[src/rtl/seq_prog_pkg.sv]
package seq_prog_pkg;
  localparam int unsigned STRAP_CNT = 18;

  // idx = a*9 + b*3 + c, each ternary digit 0..2
  function automatic logic [4:0] strap_level(input logic [4:0] idx);
    logic [4:0] lvl;
    case (idx)
      5'd0:  lvl = 5'd0;
      5'd1:  lvl = 5'd2;
      5'd2:  lvl = 5'd4;
      5'd3:  lvl = 5'd6;
      5'd4:  lvl = 5'd8;
      5'd5:  lvl = 5'd10;
      5'd6:  lvl = 5'd12;
      5'd7:  lvl = 5'd14;
      5'd8:  lvl = 5'd15;
      5'd9:  lvl = 5'd16;
      5'd10: lvl = 5'd17;
      5'd11: lvl = 5'd19;
      5'd12: lvl = 5'd21;
      5'd13: lvl = 5'd23;
      5'd14: lvl = 5'd24;
      5'd15: lvl = 5'd26;
      5'd16: lvl = 5'd28;
      default: lvl = 5'd31;
    endcase
    return lvl;
  endfunction

  function automatic logic [1:0] tern_norm(input logic [1:0] code);
    return (code == 2'b11) ? 2'b10 : code;
  endfunction
endpackage

[src/rtl/seq_shift_chain.sv]
module seq_shift_chain #(
  parameter int unsigned CW = 21
) (
  input  logic          clk_i,
  input  logic          rst_ni,
  input  logic          mode_i,
  input  logic          sen_ni,
  input  logic          sdi_i,
  output logic [CW-1:0] chain_o,
  output logic          sdo_o
);
  logic [CW-1:0] chain_q;

  always_ff @(posedge clk_i or negedge rst_ni) begin
    if (!rst_ni)      chain_q <= '0;
    else if (!mode_i) chain_q <= '0;
    else if (!sen_ni) chain_q <= {chain_q[CW-2:0], sdi_i};
  end

  assign chain_o = chain_q;
  assign sdo_o   = chain_q[CW-1];
endmodule

[src/rtl/seq_commit_ctrl.sv]
module seq_commit_ctrl #(
  parameter int unsigned CW = 21
) (
  input  logic          clk_i,
  input  logic          rst_ni,
  input  logic          mode_i,
  input  logic          sen_ni,
  input  logic [CW-1:0] chain_i,
  output logic [CW-1:0] active_o
);
  logic          sen_q;
  logic          commit;
  logic [CW-1:0] active_q;

  // Previous enable sample; forced high in mode low so mode edges never commit
  always_ff @(posedge clk_i or negedge rst_ni) begin
    if (!rst_ni)      sen_q <= 1'b1;
    else if (!mode_i) sen_q <= 1'b1;
    else              sen_q <= sen_ni;
  end

  assign commit = mode_i & ~sen_q & sen_ni;

  always_ff @(posedge clk_i or negedge rst_ni) begin
    if (!rst_ni)      active_q <= '0;
    else if (!mode_i) active_q <= '0;
    else if (commit)  active_q <= chain_i;
  end

  assign active_o = active_q;
endmodule

[src/rtl/seq_strap_decode.sv]
module seq_strap_decode
  import seq_prog_pkg::*;
#(
  parameter int unsigned LW = 5
) (
  input  logic          a_i,
  input  logic [1:0]    b_i,
  input  logic [1:0]    c_i,
  output logic [LW-1:0] level_o
);
  logic [1:0] bt, ct;
  logic [4:0] idx;

  always_comb begin
    bt  = tern_norm(b_i);
    ct  = tern_norm(c_i);
    idx = (a_i ? 5'd9 : 5'd0) + ({3'b0, bt} * 5'd3) + {3'b0, ct};
    level_o = LW'(strap_level(idx));
  end
endmodule

[src/rtl/seq_prog_reg.sv]
module seq_prog_reg #(
  parameter int unsigned NCH = 4,
  parameter int unsigned LW  = 5
) (
  input  logic              clk_i,
  input  logic              rst_ni,
  input  logic              mode_i,
  input  logic              sen_ni,
  input  logic              sdi_i,
  output logic              sdo_o,
  input  logic [NCH-1:0]    strap_a_i,
  input  logic [2*NCH-1:0]  strap_b_i,
  input  logic [2*NCH-1:0]  strap_c_i,
  output logic [NCH*LW-1:0] level_o
);
  localparam int unsigned CHAIN_W = 1 + NCH * LW;

  logic [CHAIN_W-1:0] chain_q;
  logic [CHAIN_W-1:0] active_q;
  logic               use_ser;

  seq_shift_chain #(.CW(CHAIN_W)) u_chain (
    .clk_i   (clk_i),
    .rst_ni  (rst_ni),
    .mode_i  (mode_i),
    .sen_ni  (sen_ni),
    .sdi_i   (sdi_i),
    .chain_o (chain_q),
    .sdo_o   (sdo_o)
  );

  seq_commit_ctrl #(.CW(CHAIN_W)) u_commit (
    .clk_i    (clk_i),
    .rst_ni   (rst_ni),
    .mode_i   (mode_i),
    .sen_ni   (sen_ni),
    .chain_i  (chain_q),
    .active_o (active_q)
  );

  // Mode low selects straps immediately, ahead of the synchronous clear
  assign use_ser = mode_i & active_q[0];

  for (genvar k = 0; k < NCH; k++) begin : g_ch
    logic [LW-1:0] strap_lvl;

    seq_strap_decode #(.LW(LW)) u_dec (
      .a_i     (strap_a_i[k]),
      .b_i     (strap_b_i[2*k +: 2]),
      .c_i     (strap_c_i[2*k +: 2]),
      .level_o (strap_lvl)
    );

    assign level_o[k*LW +: LW] = use_ser ? active_q[1 + k*LW +: LW] : strap_lvl;
  end
endmodule

[config.mk]
export PLATFORM = sky130hd
export DESIGN_NAME = seq_prog_reg
export DESIGN_NICKNAME = d
export VERILOG_FILES = /design/src/rtl/seq_prog_pkg.sv /design/src/rtl/seq_shift_chain.sv /design/src/rtl/seq_commit_ctrl.sv /design/src/rtl/seq_strap_decode.sv /design/src/rtl/seq_prog_reg.sv
export SDC_FILE = /design/constraint.sdc
export NUM_CORES = 1
export LEC_CHECK = 0
export BUFFER_PORTS_ARGS = -buffer_cell sky130_fd_sc_hd__buf_4
export CAP_MARGIN = 5
export CELL_PAD_IN_SITES_DETAIL_PLACEMENT = 0
export CELL_PAD_IN_SITES_GLOBAL_PLACEMENT = 1
export CORE_UTILIZATION = 35
export CTS_CLUSTER_SIZE = 12
export DETAILED_ROUTE_END_ITERATION = 8
export GPL_TIMING_DRIVEN = 1
export MAX_ROUTING_LAYER = met4
export PLACE_DENSITY_LB_ADDON = 0.1
export SYNTH_ARGS = -nofsm -noshare
export SYNTH_HDL_FRONTEND = slang
export SYNTH_SLANG_ARGS = --single-unit
[constraint.sdc]
create_clock -name clk_i -period 2.7 [get_ports clk_i]
set_input_delay 0.27 -clock clk_i [delete_from_list [all_inputs] [get_ports clk_i]]
set_output_delay 0.27 -clock clk_i [all_outputs]
set_load 0.05 [all_outputs]
=== Yosys cells after proc, flatten, opt, wreduce, memory -nomap -nowiden ===
Memory sizes are Yosys's and may differ from the RTL's.
Cells that the tools add are included.

* Equal/unequal tests: 10
* $add $sub $neg: 8
* $mul: 4
* Muxes and demuxes: 21
* Bitwise gates (word level): 4

{| class="wikitable"
|+ Operators with widths
! kind !! number
|-
| $mux 21 || 4
|-
| $add 5x2->5 || 4
|-
| $add 5x4->5 || 4
|-
| $mux 5 || 4
|-
| $eq 2x2->1 const B || 8
|-
| $mul 2x2->4 const B || 4
|-
| $mux 2 || 8
|-
| $mux 4 || 4
|-
| $and 1x1->1 || 3
|-
| $ne 2x1->1 const B || 1
|-
| $ne 2x2->1 const B || 1
|-
| $mux 1 || 1
|-
| $not 1->1 || 1
|}

* Word-level logic and storage cells: 54
* Bits of input ports: 25
* Output and inout port bits: 21
* Memories kept: 4
* Bits in registers: 43
* Memory bits (read-only): 640

{| class="wikitable"
|+ Memory list
! name !! depth !! width !! rd ports !! clocked after Yosys merged registers in !! write ports !! RTL line !! RTL
|-
| (no name shown) || 32 || 5 || 1 || 0 || 0 || seq_prog_pkg.sv:7 || <nowiki>case (idx)</nowiki>
|-
| (no name shown) || 32 || 5 || 1 || 0 || 0 || seq_prog_pkg.sv:7 ||
|-
| (no name shown) || 32 || 5 || 1 || 0 || 0 || seq_prog_pkg.sv:7 ||
|-
| (no name shown) || 32 || 5 || 1 || 0 || 0 || seq_prog_pkg.sv:7 ||
|}

=== Longest topological paths before layout ===
An unclocked memory read counts as a cell.

* Depth after elaboration: 7
* Mapped depth: 9
* Gate-level depth less buffers: 9

=== Hierarchy ===
Synthesis repeated with hierarchy kept, for this count alone.

* Cells, all modules: 430
* Area total of the unflattened synthesis: 4100.2 µm²

{| class="wikitable"
|+ By module, submodules not included
! module !! times used !! seq. area each (µm²) !! area an instance (µm²) !! cells each
|-
| seq_strap_decode (g_ch[0].u_dec ...) || 3 || 0.0 || 457.9 || 61
|-
| seq_commit_ctrl || 1 || 551.8 || 1021.0 || 95
|-
| seq_shift_chain || 1 || 525.5 || 933.4 || 69
|-
| seq_strap_decode (g_ch[3].u_dec) || 1 || 0.0 || 442.9 || 60
|-
| seq_prog_reg || 1 || 0.0 || 329.1 || 23
|}

=== Least setup slack after synthesis ===
OpenSTA, ideal clock, no wires.

* Path kind: input -> output
* Start point: in strap_b_i[3]
* End point: out level_o[7]
* Path slack: -710 ps
* Stages: 7
* Arrival: 3140 ps
* Required time: 2430 ps
* Buffers on the path: 0
* Path through: or2_2 ha_1 inv_1 fa_1 xor2_1 a2111oi_0 a211oi_1

* Longest elaborated chain between the ends: 7

{| class="wikitable"
|+ RTL lines
! what !! RTL line !! RTL
|-
| start: declaration || seq_prog_reg.sv:12 || <nowiki>input logic [2*NCH-1:0] strap_b_i,</nowiki>
|-
| $eq 2x2->1 || seq_prog_pkg.sv:31 || <nowiki>return (code == 2'b11) ? 2'b10 : code;</nowiki>
|-
| $mux 2 (*) || seq_prog_pkg.sv:31 ||
|-
| $mul 2x2->4 (*) || seq_strap_decode.sv:17 || <nowiki>idx = (a_i ? 5'd9 : 5'd0) + ({3'b0, bt} * 5'd3) + {3'b0, ct};</nowiki>
|-
| $add 5x4->5 (*) || seq_strap_decode.sv:17 ||
|-
| $add 5x2->5 (*) || seq_strap_decode.sv:17 ||
|-
| $mem_v2 32x5 (*) || n/a ||
|-
| $mux 5 (*) || seq_prog_reg.sv:54 || <nowiki>assign level_o[k*LW +: LW] = use_ser ? active_q[1 + k*LW +: LW] : strap_lvl;</nowiki>
|-
| end: declaration || seq_prog_reg.sv:14 || <nowiki>output logic [NCH*LW-1:0] level_o</nowiki>
|}

Every way passes the cells marked *; elsewhere a longest branch is shown, timed or not.

=== Worst setup path in the final report ===
* Start point: in strap_b_i[4]
* End point: out level_o[11]

Same word-level chain as after synthesis.

==> results by group <==
Setup path
  • Crit-path max FO: 3
  • Cell mode on critical path: ha_4
  • Max stage delay cell, worst path: fa_2
  • Crit path cell chain: buf_6 -> nor2b_4 -> ha_4 -> ha_4 -> inv_2 -> fa_2 -> ha_4 -> or3_4 -> o221ai_4 -> buf_6
  • Worst endpoint data arrival time: 2490 ps
  • Worst path required time: 2430 ps
  • Crit Path Class: in2out
  • Nature of the critical path startpoint: input port
  • Worst stage delay on the critical path: 640 ps
  • Worst Setup End Kind: primary output
  • WP buf/inv: 3
  • Delay-heaviest family, CP: adder cells

Clock tree
  • Skew-Pair Late Insertion Delay: 290 ps
  • Maximum root-to-sink buffer count: 2
  • H-tree levels: 2
  • Clock Pin Slew Worst Setup and Hold Paths: 70 ps
  • Clock Tree Root: clkbuf_8
  • CTS tree: built
  • CTS Buf Count: 5
  • CTS sink cnt: 43

Power
  • Sw Ratio: 40.2%
  • Clock share of power: 15.1%
  • Total power: 2.56 mW
  • Psw: 1.03 mW
  • Leak: 2.27 nW
  • Pwr Density: 467 nW/µm²
  • Internal power: 1.53 mW
  • Register share of total power: 25.4%
  • Worst ir drop on vdd: 322 µV
  • Combinational Power Share: 59.5%

Layout
  • FILL cells: 920
  • Share of post-route cells with drive strength above 1: 46.5%
  • Final nets: 550
  • Layout Cells excl Fill: 623
  • Antenna Cells: 0
  • Area Overhead vs Synth: 56.1%
  • Multi-input logic area: 3120 µm²
  • Register area: 1080 µm²

Floorplanning
  • Die height: 102 µm
  • DIE WIDTH: 102 µm
  • Starting Density: 36.1%
  • Core footprint: 9730 µm²
  • Row Count: 36
  • Die Footprint: 10400 µm²
  • Num ports: 46

Timing
  • Fin crit share: 102%
  • Slew Limit Fails: 0
  • Setup WS post-layout: -61.0 ps
  • Worst-Margin Slew: 836 ps
  • Final clock skew: 3.70 ps
  • Post-layout min period: 2760 ps
  • Max transition margin: 44.3%
  • Max Freq: 362 MHz
  • Finish-stage setup viols: 4
  • RSZ-0062 raised after global routing: true
  • Setup tns final: -186 ps
  • Final hold violation count: 0
  • Final hold slack: 239 ps

Route
  • Vias per cell: 5.00
  • Antenna Nets Post-Route: 0
  • Initial DRC Count: 103
  • Drt first pass iters: 4
  • Final wirelength: 9140 µm
  • Drc violations: 0
  • Avg WL per Cell: 14.7 µm
  • Routed via count: 3114

Global route
  • Antenna violations before repair: 0
  • GRT Util Overall: 18.3%
  • Total grt overflow: 0
  • Pin count of the biggest net entering global routing: 44
  • Vias in the first global route: 3022
  • First-pass GRT wire length: 14600 µm

Outcome
  • Status: finished with violations
  • Violated checks: setup timing

Logic synthesis
  • Post-Syn Instances: 397
  • Sequential share of the synthesized area: 30.7%
  • Synth Cell Area: 3510 µm²
  • Synth unique cells: 47
  • FF+latch count, synth: 43
  • Share of synthesized flip-flops with an asynchronous set or reset: 100%
  • Post-synth EDFFs: 0
  • Mapped Nets: 458
  • Mapped Avg Cell Area: 8.84 µm²
  • Most common flop cell mapped by yosys: dfrtp_1
  • Yosys warns: 0

Placement
  • Dpl hpwl: 6290 µm
  • Placed cells: 602
  • Number of port buffers: 45
  • RD Place Congestion: 0.765
  • Dpl ws: -205 ps

Min path
  • Hold Path Class: in2reg

Run
  • MaxCap Viol Count: 0
[cells by family after synthesis]
family	after synthesis	share of synthesized area, %
compound gates	93	20.2
xor+xnor	10	3.14
fa+ha+maj	36	13.7
buf+inv	44	5.06
flops	43	30.7
mux	21	5.99
simple gates	150	21.3
[power groups by stage]
stage | combinational (mW) | clock [mW] | sequential (mW)
floorplan | 0.885 | 0 | 0.661
detailed placement | 1.26 | 0 | 0.662
CTS | 1.41 | 0.403 | 0.649
finish | 1.52 | 0.386 | 0.649
global route | 1.62 | 0.422 | 0.650
global placement | 1.25 | 0 | 0.662
[synthesized netlist by cell type, drive strengths merged, types with 4 or more instances]
cell,instances,area (µm²)
xnor2,6,52.6
nor2,20,75.1
a211o,4,36.3
a2111oi,4,35.0
o21a,4,31.3
inv,16,60.1
nand2,62,235
buf,8,42.5
nand3b,4,30.0
a31oi,5,31.3
or2,5,31.3
and2,5,31.3
a21boi,21,158
ha,32,400
a211oi,10,90.1
mux2i,21,210
o221ai,4,35.0
nand2b,6,37.5
dfrtp,42,1050
a311oi,7,61.3
o2111ai,5,43.8
nor2b,34,213
or3,4,25.0
xor2,4,57.6
o21ai,8,40.0
clkbuf,20,75.1
fa,4,80.1
a21oi,11,55.1
[final cells by class]
cell class / count / share of cell area, %
Sequential cell: 43 / 19.7
Timing Repair Buffer: 113 / 17.9
Inverter: 16 / 1.10
Clock buffer: 8 / 1.46
Multi-Input combinational cell: 310 / 56.9
Tap cell: 133 / 3.04
[worst min-delay path: stages]
cell	delay (ps)
buf_4	70
mux2i_1	50
nor2b_1	90
[timing repair]
action                                 in CTS  in global routing
pin swaps                                  40                 46
hold buffers                                1                  0
buffers inserted                            8                  9
setup endpoints to repair                  20                 19
resized for setup                          69                 39
endpoints found under the hold margin      42                  0
[per-layer routing]
metal  track usage (%)  share of wire (%)  vias to the layer above
li1                  -                  -                     1569
met1              26.8                 51                     1488
met2              27.1                 45                       48
met3              1.71                2.2                        9
met4              4.84                1.5                        0
met5                 -                  0                        -
[per-stage QoR]
| step | area [µm²] | utilization (%) |
|---|---|---|
| after detailed placement | 4650 | 47.7 |
| after floorplan | 3850 | - |
| after global routing | 5480 | 56.3 |
| after global placement | 4650 | 47.7 |
| final | 5480 | 56.3 |
| after CTS | 5140 | 52.8 |
[cell usage in the layout (no fill, tap or decap), drive strengths merged, types with 7 or more instances in the layout]
master,n
a211oi,10
a311oi,7
dfrtp,42
buf,112
inv,16
a21boi,21
a21oi,11
nand2,62
nor2b,34
o21ai,8
nor2,20
clkbuf,8
ha,32
mux2i,21
[registers in the layout, indices dropped and copies added, names as in the netlist]
signal             cells
u_commit.sen_q         1
u_commit.active_o     21
u_chain.chain_o       21
[final timing paths]
kind                                                        from                          endpoint  slack (ps)  cells past startpoint
worst max-delay path                                strap_b_i[4]                       level_o[11]         -60                     10
worst min-delay path                                       sdi_i    u_chain.chain_o[0]$_DFFE_PN0P_         240                      3
worst max register to register          u_commit.sen_q$_DFF_PN1_  u_commit.active_o[4]$_DFFE_PN0P_        1100                      3
worst min register to register  u_commit.active_o[3]$_DFFE_PN0P_  u_commit.active_o[3]$_DFFE_PN0P_         540                      2
max in group asynchronous                                 rst_ni  u_commit.active_o[2]$_DFFE_PN0P_        1820                      2
min in group asynchronous                                 rst_ni   u_chain.chain_o[14]$_DFFE_PN0P_         500                      2
Note: power is estimated with default switching activity, not from simulation.
